==> src/rtl/guard_ctrl_pkg.sv <==
package guard_ctrl_pkg;
  typedef enum logic {
    WIN_IDLE  = 1'b0,
    WIN_ARMED = 1'b1
  } win_state_e;
endpackage

==> src/rtl/guard_ctrl_decode.sv <==
module guard_ctrl_decode #(
  parameter int ADDR_W = 8,
  parameter logic [ADDR_W-1:0] REG_ADDR = 8'h55
) (
  input  logic [ADDR_W-1:0] addr_i,
  input  logic              we_i,
  output logic              sel_o,
  output logic              hit_o
);
  assign sel_o = (addr_i == REG_ADDR);
  assign hit_o = sel_o & we_i;
endmodule

==> src/rtl/guard_ctrl_window.sv <==
module guard_ctrl_window
  import guard_ctrl_pkg::*;
#(
  parameter int WINDOW = 4,
  localparam int CNT_W = (WINDOW > 2) ? $clog2(WINDOW) : 1
) (
  input  logic             clk_i,
  input  logic             rst_ni,
  input  logic             hit_i,
  input  logic             val_i,
  input  logic             dbg_i,
  output logic             commit_o,
  output logic             commit_val_o,
  output logic             armed_o,
  output logic             pend_o,
  output logic [CNT_W-1:0] cnt_o
);
  localparam logic [CNT_W-1:0] CNT_LAST = CNT_W'(WINDOW - 1);
  localparam logic [CNT_W-1:0] CNT_ONE  = CNT_W'(1);

  win_state_e       state_q, state_d;
  logic [CNT_W-1:0] cnt_q, cnt_d;
  logic             pend_q, pend_d;

  always_comb begin
    state_d      = state_q;
    cnt_d        = cnt_q;
    pend_d       = pend_q;
    commit_o     = 1'b0;
    commit_val_o = pend_q;
    if (dbg_i) begin
      state_d = WIN_IDLE;
      cnt_d   = '0;
    end else if (state_q == WIN_IDLE) begin
      if (hit_i) begin
        state_d = WIN_ARMED;
        cnt_d   = CNT_ONE;
        pend_d  = val_i;
      end
    end else if (hit_i) begin
      // second store: commit only on matching value, disarm either way
      commit_o = (val_i == pend_q);
      state_d  = WIN_IDLE;
      cnt_d    = '0;
    end else if (cnt_q == CNT_LAST) begin
      state_d = WIN_IDLE;
      cnt_d   = '0;
    end else begin
      cnt_d = cnt_q + CNT_ONE;
    end
  end

  always_ff @(posedge clk_i or negedge rst_ni) begin
    if (!rst_ni) begin
      state_q <= WIN_IDLE;
      cnt_q   <= '0;
      pend_q  <= 1'b0;
    end else begin
      state_q <= state_d;
      cnt_q   <= cnt_d;
      pend_q  <= pend_d;
    end
  end

  assign armed_o = (state_q == WIN_ARMED);
  assign pend_o  = pend_q;
  assign cnt_o   = cnt_q;
endmodule

==> src/rtl/guard_ctrl_store.sv <==
module guard_ctrl_store #(
  parameter int DATA_W = 8
) (
  input  logic              clk_i,
  input  logic              rst_ni,
  input  logic              hit_i,
  input  logic [DATA_W-2:0] low_i,
  input  logic              commit_i,
  input  logic              commit_val_i,
  output logic              lock_o,
  output logic [DATA_W-2:0] low_o
);
  logic              lock_q;
  logic [DATA_W-2:0] low_q;

  always_ff @(posedge clk_i or negedge rst_ni) begin
    if (!rst_ni) begin
      lock_q <= 1'b0;
      low_q  <= '0;
    end else begin
      if (hit_i)    low_q  <= low_i;
      if (commit_i) lock_q <= commit_val_i;
    end
  end

  assign lock_o = lock_q;
  assign low_o  = low_q;
endmodule

==> src/rtl/guarded_ctrl_reg.sv <==
module guarded_ctrl_reg #(
  parameter int ADDR_W = 8,
  parameter int DATA_W = 8,
  parameter int WINDOW = 4,
  parameter logic [ADDR_W-1:0] REG_ADDR = 8'h55,
  localparam int CNT_W = (WINDOW > 2) ? $clog2(WINDOW) : 1
) (
  input  logic              clk_i,
  input  logic              rst_ni,
  input  logic [ADDR_W-1:0] addr_i,
  input  logic              we_i,
  input  logic [DATA_W-1:0] wdata_i,
  output logic [DATA_W-1:0] rdata_o,
  input  logic              fuse_en_i,
  input  logic              dbg_active_i,
  output logic              tap_en_o
);
  logic              sel, hit;
  logic              commit, commit_val;
  logic              armed, pend_q;
  logic [CNT_W-1:0]  cnt_q;
  logic              lock_q;
  logic [DATA_W-2:0] low_q;

  guard_ctrl_decode #(.ADDR_W(ADDR_W), .REG_ADDR(REG_ADDR)) u_decode (
    .addr_i (addr_i),
    .we_i   (we_i),
    .sel_o  (sel),
    .hit_o  (hit)
  );

  guard_ctrl_window #(.WINDOW(WINDOW)) u_window (
    .clk_i        (clk_i),
    .rst_ni       (rst_ni),
    .hit_i        (hit),
    .val_i        (wdata_i[DATA_W-1]),
    .dbg_i        (dbg_active_i),
    .commit_o     (commit),
    .commit_val_o (commit_val),
    .armed_o      (armed),
    .pend_o       (pend_q),
    .cnt_o        (cnt_q)
  );

  guard_ctrl_store #(.DATA_W(DATA_W)) u_store (
    .clk_i        (clk_i),
    .rst_ni       (rst_ni),
    .hit_i        (hit),
    .low_i        (wdata_i[DATA_W-2:0]),
    .commit_i     (commit),
    .commit_val_i (commit_val),
    .lock_o       (lock_q),
    .low_o        (low_q)
  );

  assign rdata_o  = sel ? {lock_q, low_q} : '0;
  assign tap_en_o = fuse_en_i & ~lock_q;
endmodule

==> config.mk <==
export PLATFORM = sky130hd
export DESIGN_NAME = guarded_ctrl_reg
export DESIGN_NICKNAME = d
export VERILOG_FILES = /design/src/rtl/guard_ctrl_pkg.sv /design/src/rtl/guard_ctrl_decode.sv /design/src/rtl/guard_ctrl_window.sv /design/src/rtl/guard_ctrl_store.sv /design/src/rtl/guarded_ctrl_reg.sv
export SDC_FILE = /design/constraint.sdc
export NUM_CORES = 1
export LEC_CHECK = 0
export BUFFER_PORTS_ARGS = -buffer_cell sky130_fd_sc_hd__buf_2
export CORE_MARGIN = 1.5
export CORE_UTILIZATION = 40
export CTS_CLUSTER_DIAMETER = 100
export DETAILED_ROUTE_END_ITERATION = 16
export PLACE_DENSITY_LB_ADDON = 0.12
export SYNTH_ARGS = -nofsm -noshare
export SYNTH_HDL_FRONTEND = slang
export SYNTH_SLANG_ARGS = --single-unit
==> constraint.sdc <==
create_clock -name clk_i -period 1.3 [get_ports clk_i]
set_input_delay 0.065 -clock clk_i [delete_from_list [all_inputs] [get_ports clk_i]]
set_output_delay 0.065 -clock clk_i [all_outputs]
set_load 0.02 [all_outputs]
Yosys cells after proc, flatten, opt, wreduce, memory -nomap -nowiden. Index checks and enable logic that the tools add are counted.

Flip-flop bits (word level): 12. Latch bits: 0. RAM bits: 0. Memory bits (read-only): 0. Bits of input ports: 21. Output and inout port bits: 9. Word-level logic and storage cells: 30. Memories: 0.

$add $sub $neg: 1. Multiply operators: 0. Div/mod/pow operators: 0. $lt $le $gt $ge: 0. Eq/ne operators: 3. Shift operators: 0. Mux-type cells: 14. Bitwise operators: 5. Reduce and logical (&&, ||, !) cells: 2.

Operators with widths (number): $mux W2 (5); $eq A8 B7 Y1 const B (1); $mux W1 (8); $mux W8 (1); $not A1 Y1 (3); $reduce_and A3 Y1 (1); $reduce_bool A3 Y1 (1); $add A2 B1 Y2 const B (1); $and A1 B1 Y1 (2); $eq A2 B2 Y1 const B (1); $eq A1 B1 Y1 (1).

Logic depth before layout (Yosys ltp). Gate-level depths: netlist of the first run.

Depth after elaboration: 5. Depth in mapped cells: 4. Gate-level depth less buffers: 3.

Cells and area by module. From an unflattened synthesis of the first run, not the netlist that was laid out.

Cell total of the unflattened synthesis: 49. Area, all modules: 639.4 µm².

Modules (own cells, without submodules): guard_ctrl_store (instances 1, cells an instance 17, area each 327.8 µm², seq. area each 200.2 µm²); guard_ctrl_window (instances 1, cells an instance 18, area each 215.2 µm², seq. area each 100.1 µm²); guarded_ctrl_reg (instances 1, cells an instance 9, area each 56.3 µm², seq. area each 0.0 µm²); guard_ctrl_decode (instances 1, cells an instance 5, area each 40.0 µm², seq. area each 0.0 µm²).

Worst setup path after synthesis of the first run. No wires, ideal clock.

Path type: register to register. Start point: reg u_window.state_q (netlist: u_window.armed_o). End point: reg u_window.pend_q (netlist: u_window.commit_val_o). Library setup time: 0.128 ns. Data arrival time: 1.172 ns. Data required time: 1.172 ns. Slack: 0.001 ns. Cell stages (with the launch flop): 4. Buffers on the path: 0. Period minus slack after synthesis: 1.299 ns. Cells stage by stage: dfrtp_1 or2_2 nor4_2 mux2_1.

Word-level cells in the longest chain between the ends: 2.

Ends and longest elaborated chain: start, declared (RTL line guard_ctrl_window.sv:21) `win_state_e state_q, state_d;`; start signal, assigned (RTL line guard_ctrl_window.sv:59) `state_q <= state_d;`; $not A1 Y1 (no source line); $reduce_and A3 Y1 (no source line); end signal, assigned (RTL line guard_ctrl_window.sv:61) `pend_q <= pend_d;`; end, declared (RTL line guard_ctrl_window.sv:23) `logic pend_q, pend_d;`.

No other way between the ends. A chain may end at the register's enable or synchronous reset.

Worst setup path after layout of the first run.
Start point: reg u_window.pend_q (netlist: u_window.commit_val_o). End point: reg u_store.lock_q (netlist: u_store.lock_o).

Word-level cells in the longest chain between the ends: 4.

Ends and longest elaborated chain: $eq A1 B1 Y1 (RTL line guard_ctrl_window.sv:42) `commit_o = (val_i == pend_q);`; $mux W1 (RTL line guard_ctrl_window.sv:40) `end else if (hit_i) begin`; $mux W1 (RTL line guard_ctrl_window.sv:34) `end else if (state_q == WIN_IDLE) begin`; $mux W1 (RTL line guard_ctrl_window.sv:31) `if (dbg_i) begin`; end signal, assigned (RTL line guard_ctrl_store.sv:22) `if (commit_i) lock_q <= commit_val_i;`; end, declared (RTL line guard_ctrl_store.sv:13) `logic lock_q;`.

Several ways; a longest one is shown, not always the timed one.

==> results of run 1 <==
-- Yosys cell counts (all sizes together) --
cell / count
xor2: 1
nor4: 2
buf: 2
nand3: 1
or2: 1
a31oi: 1
mux2: 9
dfrtp: 12
inv: 1
and4bb: 2
and3: 8
nand3b: 1
or3b: 1
a311oi: 1
nor2b: 1
nand4bb: 2
mux2i: 3
ha: 1
-- where the power goes --
part / internal, mW / total [mW] / switching (mW)
Sequential: 0.384 / 0.389 / 0.00479
Combinational: 0.0506 / 0.0881 / 0.0375
Clock: 0.170 / 0.289 / 0.119
-- path summary, 6_finish.rpt --
check                           cells past startpoint               end                  start  slack (ns)
max in group asynchronous                           2  u_store.low_o[6]                 rst_ni        0.90
worst max-delay path                                3    u_store.lock_o  u_window.commit_val_o        0.06
worst min register to register                      1  u_store.low_o[6]       u_store.low_o[6]        0.50
min in group asynchronous                           2  u_store.low_o[5]                 rst_ni        0.19
worst min-delay path                                2  u_store.low_o[3]             wdata_i[3]        0.02
worst max register to register                      3    u_store.lock_o  u_window.commit_val_o        0.06
-- registers in the layout, indices dropped and copies added (netlist names) --
name / count
u_store.low_o: 7
u_window.cnt_o: 2
u_store.lock_o: 1
u_window.armed_o: 1
u_window.commit_val_o: 1
-- metrics by stage --
| step | hold slack [ns] | cell area, um^2 | utilization | std cells | worst slack [ns] |
|---|---|---|---|---|---|
| 4_1_cts | 0.00806 | 902 | 0.592 | 103 | 0.0172 |
| 2_1_floorplan | -0.231 | 661 | - | 50 | 0.000544 |
| 3_3_place_gp | -0.0436 | 846 | 0.555 | 97 | 0.0366 |
| 6_report | 0.0230 | 912 | 0.599 | 104 | 0.0589 |
| 5_1_grt | 0.00880 | 912 | 0.599 | 104 | 0.0000859 |
| 3_5_place_dp | -0.0423 | 846 | 0.555 | 97 | 0.0202 |
-- per-layer routing --
layer / GRT usage / vias to the layer above / wire length (um)
met5: 0 / - / 0
met4: 0.0545 / 0 / 0
met3: 0.0333 / 0 / 76
met2: 0.226 / 18 / 614
met1: 0.181 / 247 / 568
li1: - / 268 / -
-- kinds of logic (layout without fill, tap and decap cells) --
group | Yosys count | after routing | synth area share
mux | 12 | 12 | 0.199
compound gates | 2 | 2 | 0.0227
buf+inv | 3 | 41 | 0.0208
fa+ha+maj | 1 | 1 | 0.0189
flops | 12 | 12 | 0.455
xor+xnor | 1 | 1 | 0.0133
simple gates | 19 | 19 | 0.271
-- layout make-up --
type / count / area (um^2) / area share
Clock buffer: 4 / 36.3 / 0.0398
Timing Repair Buffer: 36 / 203 / 0.222
Tap cell: 16 / 20.0 / 0.0219
Multi-Input combinational cell: 35 / 349 / 0.383
Inverter: 1 / 3.75 / 0.00412
Sequential cell: 12 / 300 / 0.329
-- what timing repair did --
action,4_1_cts,5_1_grt
endpoints found under the setup margin,0,2
endpoints found under the hold margin,13,0
hold buffers,2,0
gates resized for setup,0,1
setup buffers,0,1
-- worst max-delay path: stages, from the launching register on --
cell and delay (ns):
dfrtp_1 0.40, xor2_1 0.17, nor4_2 0.22, mux2_1 0.34
==> impl_metrics.yaml, run 1 <==
clock_tree:
  htree_levels: 1
  cts_sinks: 12
  cts_buffers: 3
  clockRootBuffer: "clkbuf_4"
  cts_buffer_depth: 2
  clock_latency_ns: 0.27
  clk_pin_slew_worst_paths_ns: 0.07
  cts_tree: "done"
routing:
  wire_per_inst_um: 12.1
  drt_iter0_markers: 0
  vias_per_cell: 5.13
  drc_errors: 0
  drt_pass1_iterations: 1
  ant_nets: 0
  routed_wl_um: 1260
  num_vias: 533
logic_synthesis:
  yosysWarnings: 0
  synth_cells: 50
  synth_area_per_cell_um2: 13.2
  yosysSeqAreaShare: 0.455
  synth_top_cell_by_area: "dfrtp_1"
  syn_nets: 72
  synth_cell_types: 19
  synthesis.area_um2: 661
  synth.area.top_cells: "dfrtp_1 (45%), mux2_2 (12%), and3_1 (7.6%), nand4bb_2 (4.9%), mux2i_1 (4.5%)"
  synth_top_area_frac: 0.455
  synth-seq-cells: 12
timing:
  tns_ns: 0
  rsz0062_at_grt: "no"
  timing.fmax_mhz: 806
  slew_headroom: 0.828
  fin_crit_ns: 1.24
  final_hold_viol_count: 0
  drv_slew: 0
  fin_crit_sh: 0.955
  skew_ns: 0.00250
  setup_viol: 0
  tightest_slew_ns: 0.258
setup_path:
  cp-start-kind: "flop"
  cp_max_fo: 3
  worstSetupPathType: "flop to flop"
  crit_path_end_kind: "flop"
  cp.required_ns: 1.45
  worst_ep_arrival_time_ns: 1.40
floorplan:
  die_x_um: 43.6
  die-area_um2: 1900
  start_util: 0.433
  core_area_um2: 1520
  die_y_um: 43.6
  pin_count: 30
  core.rowCount: 14
global_routing:
  grt_max_degree: 13
  grt-ovfl-total: 0
  grt_pass1_wl_um: 2040
  grt_antenna_before_repair: 0
  track_usage: 0.140
  grt_pass1_vias: 514
finish:
  layout_commonest_cell: "buf_2"
  layout-drive-gt1-share: 0.614
  fillers: 143
  final_cell_mix: "buf_2 (29), dfrtp_1 (12), and3_1 (8)"
  antenna_cells: 0
  layout.nets: 111
  area_growth_pct: 38.1
outcome:
  status: "finished, final reports clean"
placement:
  hpwl_um: 984
  gp_congestion: 0.713
  portBuffers: 29
pwr:
  p_total_mw: 0.766
  irDropWorstVdd_mv: 0.601
  p_leak_nw: 0.522
  power.density_nw_per_um2: 840
run:
  max-cap-violations: 0
hold_path:
  min_path_type: "input port to flop"
Note: power is estimated with default switching activity, not from simulation.
==> inputs of run 2 (changes only) <==
==> constraint.sdc (replaced) <==
create_clock -name clk_i -period 1.3 [get_ports clk_i]
set_input_delay 0.325 -clock clk_i [delete_from_list [all_inputs] [get_ports clk_i]]
set_output_delay 0.325 -clock clk_i [all_outputs]
set_load 0.02 [all_outputs]
==> impl_metrics.yaml, run 2 (same netlist as run 1, synthesis figures left out) <==
clock_tree:
  cts_tree: "done"
  cts_sinks: 12
  cts_buffer_depth: 2
  clockRootBuffer: "clkbuf_4"
  cts_buffers: 3
  htree_levels: 1
  clock_latency_ns: 0.26
  clk_pin_slew_worst_paths_ns: 0.07
timing:
  layout_setup_ws_ns: -0.170
  tightest_slew_ns: 0.272
  skew_ns: 0.00353
  tns_ns: -1.32
  final_hold_viol_count: 0
  timing.fmax_mhz: 680
  rsz0062_at_grt: "yes"
  fin_crit_sh: 1.13
  setup_viol: 8
  drv_slew: 0
  slew_headroom: 0.819
  fin_crit_ns: 1.47
hold_path:
  min_path_type: "input port to flop"
  min-delay-start: "wdata_i[1]"
finish:
  fillers: 117
  area_growth_pct: 63.1
  final_cell_mix: "buf_2 (18), buf_4 (12), dfrtp_1 (12)"
  layout_commonest_cell: "buf_2"
  antenna_cells: 0
  layout.nets: 117
  layout-drive-gt1-share: 0.742
  largest_reg_flops: 7
setup_path:
  slowest_delay_ns: 0.31
  crit_path_start: "addr_i[1]"
  ff2ff_setup_slack_ns: 0.06
  worst_ep_arrival_time_ns: 1.15
  r2r-start: "u_window.armed_o"
  cp.depth: 5
  crit_top_cell: "buf_6"
  cp.required_ns: 0.98
  rr_worst_depth: 3
  critical_path.cell_chain: "buf_6 -> and4bb_2 -> buf_12 -> and3_4 -> buf_6"
  cpMaxStageDelayCell: "and4bb_2"
  crit_family: "simple AND/OR/NAND/NOR gates"
  critical_path_buf_inv_count: 3
  r2r_end: "u_window.commit_val_o"
  critPathCapture: "rdata_o[4]"
  crit_path_end_kind: "output port"
  cp_max_fo: 9
  worstSetupPathType: "input port to output port"
  cp-start-kind: "input port"
routing:
  routed_wl_um: 1490
  num_vias: 568
  wire_per_inst_um: 13.7
  drt_pass1_iterations: 2
  ant_nets: 0
  vias_per_cell: 5.21
  drt_iter0_markers: 1
  drc_errors: 0
floorplan:
  start_util: 0.433
  die_x_um: 43.6
  pin_count: 30
  core_area_um2: 1520
  die_y_um: 43.6
  core.rowCount: 14
  die-area_um2: 1900
pwr:
  power.density_nw_per_um2: 669
  p_leak_nw: 0.545
  p_total_mw: 0.721
  irDropWorstVdd_mv: 0.701
global_routing:
  grt_pass1_wl_um: 2550
  grt_max_degree: 13
  grt_pass1_vias: 607
  grt-ovfl-total: 0
  grt_antenna_before_repair: 0
  track_usage: 0.183
run:
  max-cap-violations: 0
placement:
  gp_congestion: 0.669
  portBuffers: 29
  pre_cts_ws_ns: -0.296
outcome:
  violations: "negative setup slack"
  status: "finished with violations"
[run 2: how the worst min path moves through the flow]
stage / end / slack [ns] / cells after the start
CTS: u_store.low_o[5] / 0.28 / 2
finish: u_store.low_o[1] / 0.29 / 2
global placement: u_store.low_o[5] / 0.21 / 1
detailed placement: u_store.low_o[5] / 0.21 / 1
global route: u_store.low_o[5] / 0.28 / 2
floorplan: u_store.lock_o / 0.03 / 0
[run 2: power breakdown]
part           switching [mW]  total, mW  internal, mW
Clock                   0.109      0.216         0.107
Sequential            0.00641      0.391         0.385
Combinational          0.0452      0.114        0.0691
[run 2: cell type report]
cell class | count | area, um^2 | area share
clock buffer | 3 | 22.5 | 0.0209
inverter | 1 | 3.75 | 0.00348
multi-input combinational | 35 | 408 | 0.379
sequential | 12 | 300 | 0.279
tap | 16 | 20.0 | 0.0186
timing repair buffer | 42 | 323 | 0.300
[run 2: repair_timing]
| item | CTS | global route |
|---|---|---|
| hold buffers | 1 | 0 |
| gates resized for setup | 22 | 2 |
| hold endpoints to repair | 12 | 0 |
| pin swaps | 5 | 4 |
| setup endpoints to repair | 9 | 15 |
| setup buffers | 3 | 0 |
[run 2: per-stage QoR]
| step | utilization | hold WS, ns | std cells | instance area (um^2) |
|---|---|---|---|---|
| 2_1_floorplan | - | 0.0294 | 50 | 713 |
| 3_3_place_gp | 0.619 | 0.211 | 103 | 943 |
| 3_5_place_dp | 0.619 | 0.215 | 103 | 943 |
| 4_1_cts | 0.709 | 0.277 | 110 | 1080 |
| 5_1_grt | 0.707 | 0.279 | 109 | 1080 |
| 6_report | 0.707 | 0.287 | 109 | 1080 |
[run 2: layer usage]
layer  wire, um  track usage  up-vias
met1        616        0.214      275
met3         64       0.0167        0
met5          0            0        -
li1           -            -      276
met4          0       0.0909        0
met2        811        0.329       17
